[src/rtl/phase_div8.sv]
module phase_div8 #(
  parameter int STAGES = 4,
  localparam int NPH   = 2 * STAGES,
  localparam int SW    = $clog2(NPH),
  localparam int NQ    = 4,
  localparam int QSTEP = NPH / NQ
) (
  input  logic          clk2x,
  input  logic          rst_n,
  input  logic [SW-1:0] phase_sel,
  output logic [NQ-1:0] quad,
  output logic [NPH-1:0] phases
);

  logic [STAGES-1:0] ring;
  logic [SW-1:0]     sel_q;
  logic              launch;

  // phase 0 rises on the tick leaving the all-zero state
  assign launch = ~ring[STAGES-1] & ~ring[0];

  always_ff @(posedge clk2x or negedge rst_n) begin
    if (!rst_n) begin
      ring  <= '0;
      sel_q <= '0;
    end else begin
      ring <= {ring[STAGES-2:0], ~ring[STAGES-1]};
      if (launch) sel_q <= phase_sel;
    end
  end

  assign phases = {~ring, ring};

  for (genvar j = 0; j < NQ; j++) begin : g_quad
    logic [SW-1:0] idx;
    assign idx     = sel_q + SW'(j * QSTEP);
    assign quad[j] = phases[idx];
  end

endmodule

[config.mk]
export PLATFORM = sky130hd
export DESIGN_NAME = phase_div8
export DESIGN_NICKNAME = d
export VERILOG_FILES = /design/src/rtl/phase_div8.sv
export SDC_FILE = /design/constraint.sdc
export NUM_CORES = 1
export LEC_CHECK = 0
export CAP_MARGIN = 20
export CORE_AREA = 2 2 39 41
export DETAILED_ROUTE_END_ITERATION = 8
export DIE_AREA = 0 0 41 43
export DONT_BUFFER_PORTS = 1
export SYNTH_ARGS = -nofsm -noshare
export SYNTH_HDL_FRONTEND = slang
export SYNTH_SLANG_ARGS = --single-unit
[constraint.sdc]
create_clock -name clk2x -period 1.4 [get_ports clk2x]
set_input_delay 0.21 -clock clk2x [delete_from_list [all_inputs] [get_ports clk2x]]
set_output_delay 0.21 -clock clk2x [all_outputs]
set_load 0.01 [all_outputs]
==> metrics.csv <==
stage;metric;value;unit
synthesis;#FFs+latches synth;7;
routing;vias;215;
timing;Fmax;0.6057;GHz
layout;final core occ;0.3363;
critical_path;Largest delay share family, worst path;multiplexers;
critical_path;Setup crit start;sel_q[0];
placement;# port buffers;0;
timing;Worst-Margin Slew;0.3294;ns
critical_path;worst-path fanout max;4;
synthesis;Synth top area share;0.5036;
global_routing;initial antenna violation count;0;
floorplanning;Die ar.;0.001763;sq mm
timing;RSZ-0062 raised after global routing;yes;
global_routing;global-route wire length before repair;1207;microns
synthesis;Synth cell types;11;
layout;# nets final;40;
timing;setup violators final;4;
layout;# diodes;0;
routing;WL final;670;microns
synthesis;top-count cell post-synth;dfrtp_1;
clock_network;CTS buffer count;3;
placement;placer congestion estimate;0.6083;
timing;Setup Skew;0.004390;ns
floorplanning;row cnt;14;
status;status;finished, violations left;
critical_path;CP Capture Type;output pin;
critical_path;critical-path cell with the highest stage delay;dfrtp_1;
synthesis;largest cells by area after synthesis;dfrtp_1 50%, mux2i_4 13%, mux2_1 9.7%;
routing;DRT Pass-1 Iters;1;
layout;layout cells sized above 1;0.5000;
floorplanning;total core area;0.001384;sq mm
routing;ANT nets after route;0;
clock_network;Clock transition at path regs;0.06;ns
hold_path;worst hold path class;input pin to flop;
synthesis;Syn Inst Count;25;
critical_path;critical path required time;1.19;ns
clock_network;Root Buffer;clkbuf_4;
global_routing;vias in the first global route;270;
critical_path;Worst EP arrival;1.44;ns
floorplanning;io pins;17;
floorplanning;Die Height;43;microns
synthesis;Avg Cell Area, Syn;13.91;sq um
critical_path;critical path's largest stage delay;0.41;ns
floorplanning;die width;41;microns
synthesis;synth cell count leaders;7 x dfrtp_1, 4 x inv_1, 3 x mux2_1;
timing;final setup margin;-0.2511;ns
synthesis;syn_nets;30;
timing;Slew HR;0.7804;
synthesis;Top FF cell, synth;dfrtp_1;
critical_path;CP Launch Type;flop;
power_and_ir_drop;PwrDens;955.0;mW/mm^2
global_routing;total gr overflow;0;
power_and_ir_drop;Leakage;0.2066;nW
floorplanning;initial core utilization;0.2514;
clock_network;worst skew pair latency;0.25;ns
global_routing;largest net degree at the start of global routing;8;
critical_path;CP Class;flop to output pin;
synthesis;asr flop ratio synth;1.000;
power_and_ir_drop;total chip power;0.0004445;W
layout;Final Cell Area;465.4;sq um
synthesis;Cell Area, Synth;347.8;sq um
clock_network;Max clock buf depth;2;
clock_network;CTS tree;built;
timing;final hold violations;0;
clock_network;# H-tree levels;1;
critical_path;Critical R2R Launch;ring[3];
timing;Pins Over Slew Limit;0;
critical_path;CP Cell Sequence;mux2_4 > mux2i_4 > xor2_2;
layout;Layout Area Growth over Synthesis;33.81;%
clock_network;setup bufs post-CTS;0;
critical_path;Buf/Inv on CP;0;
routing;wire per inst;13.40;microns
timing;minimum clock period after layout;1.651;ns
clock_network;clock sinks;7;
run;Max-cap violations;0;
synthesis;Synth area leader;dfrtp_1;
synthesis;number of flops mapped to enable cells by yosys;0;
routing;# DRC;0;
timing;final worst path period share;1.179;
routing;DR vias/cell;4.300;
placement;Area after DPL;401.6;sq um
placement;placed wire-length estimate;532.7;microns
power_and_ir_drop;Peak supply drop;425.2;uV
routing;DR iter-0 viols;0;
status;failing checks;setup timing;
synthesis;yosys warns;0;
global_routing;total track usage;0.1127;
hold_path;Hold Crit Start;phase_sel[0];
synthesis;register area share after synthesis;0.5036;
==> placed cells by master, fill, tap and decap left out, drive strengths merged <==
master       n
buf          5
dfrtp        7
clkbuf       3
inv          4
xor2         2
clkinv       1
xnor2        2
mux2i        3
nor2         1
mux2         5
dlygate4sd3  1
==> final cells by class <==
| cell class | count | area, sq um |
|---|---|---|
| clock buffer | 3 | 22.52 |
| sequential | 7 | 175.2 |
| multi-input combinational | 13 | 180.2 |
| fill | 132 | 918.4 |
| tap | 16 | 20.02 |
| inverter | 4 | 15.01 |
| timing repair buffer | 6 | 47.55 |
| clock inverter | 1 | 5.005 |
==> kinds of logic (layout without fill, tap and decap cells) <==
family / after synthesis / after routing / share of synthesized area
multiplexers: 8 / 8 / 0.3309
AND/OR/NAND/NOR: 1 / 1 / 0.01078
flip-flops: 7 / 7 / 0.5036
buffers and inverters: 5 / 14 / 0.05393
XOR/XNOR: 4 / 4 / 0.1007
==> layer usage <==
metal	vias up	wire length (microns)	global-route usage
li1	95	-	-
met1	101	255	0.1100
met2	17	332	0.1594
met3	2	68	0.07853
met4	0	13	0.08000
met5	-	0	0
==> metrics by stage <==
step           hold slack, ns  setup TNS, ns  worst slack (ns)  instances
3_3_place_gp         -0.08540              0         0.0007540         45
2_1_floorplan        -0.08559              0           0.03110         25
6_report              0.09166        -0.9315           -0.2511         50
3_5_place_dp         -0.08534       -0.01837          -0.01225         45
4_1_cts               0.08380         -1.033           -0.2783         50
5_1_grt               0.07586         -1.265           -0.3365         50
==> registers in the layout (all words and copies together) (netlist names) <==
| register | cells |
|---|---|
| sel_q | 3 |
| ring | 4 |
==> power by group <==
group	leakage, nW	internal [W]	switching (W)
logic	0.103	0.0000255	0.0000220
clock network	0.0177	0.000104	0.0000764
registers	0.0863	0.000207	0.00000936
==> path summary, 6_finish.rpt <==
check / end / slack (ns) / depth (start not counted)
worst max-delay path: quad[1] / -0.25 / 3
worst min-delay path: sel_q[0] / 0.09 / 1
worst max register to register: sel_q[2] / 0.13 / 3
worst min register to register: ring[1] / 0.52 / 1
max in group asynchronous: sel_q[1] / 0.88 / 1
min in group asynchronous: sel_q[0] / 0.28 / 1
==> repair_timing <==
action                                 CTS  global route
endpoints found under the hold margin    7             0
setup endpoints to repair                4             4
hold buffers                             1             0
resized for setup                        4             0
No activity file was read; power rests on OpenSTA's default activity.
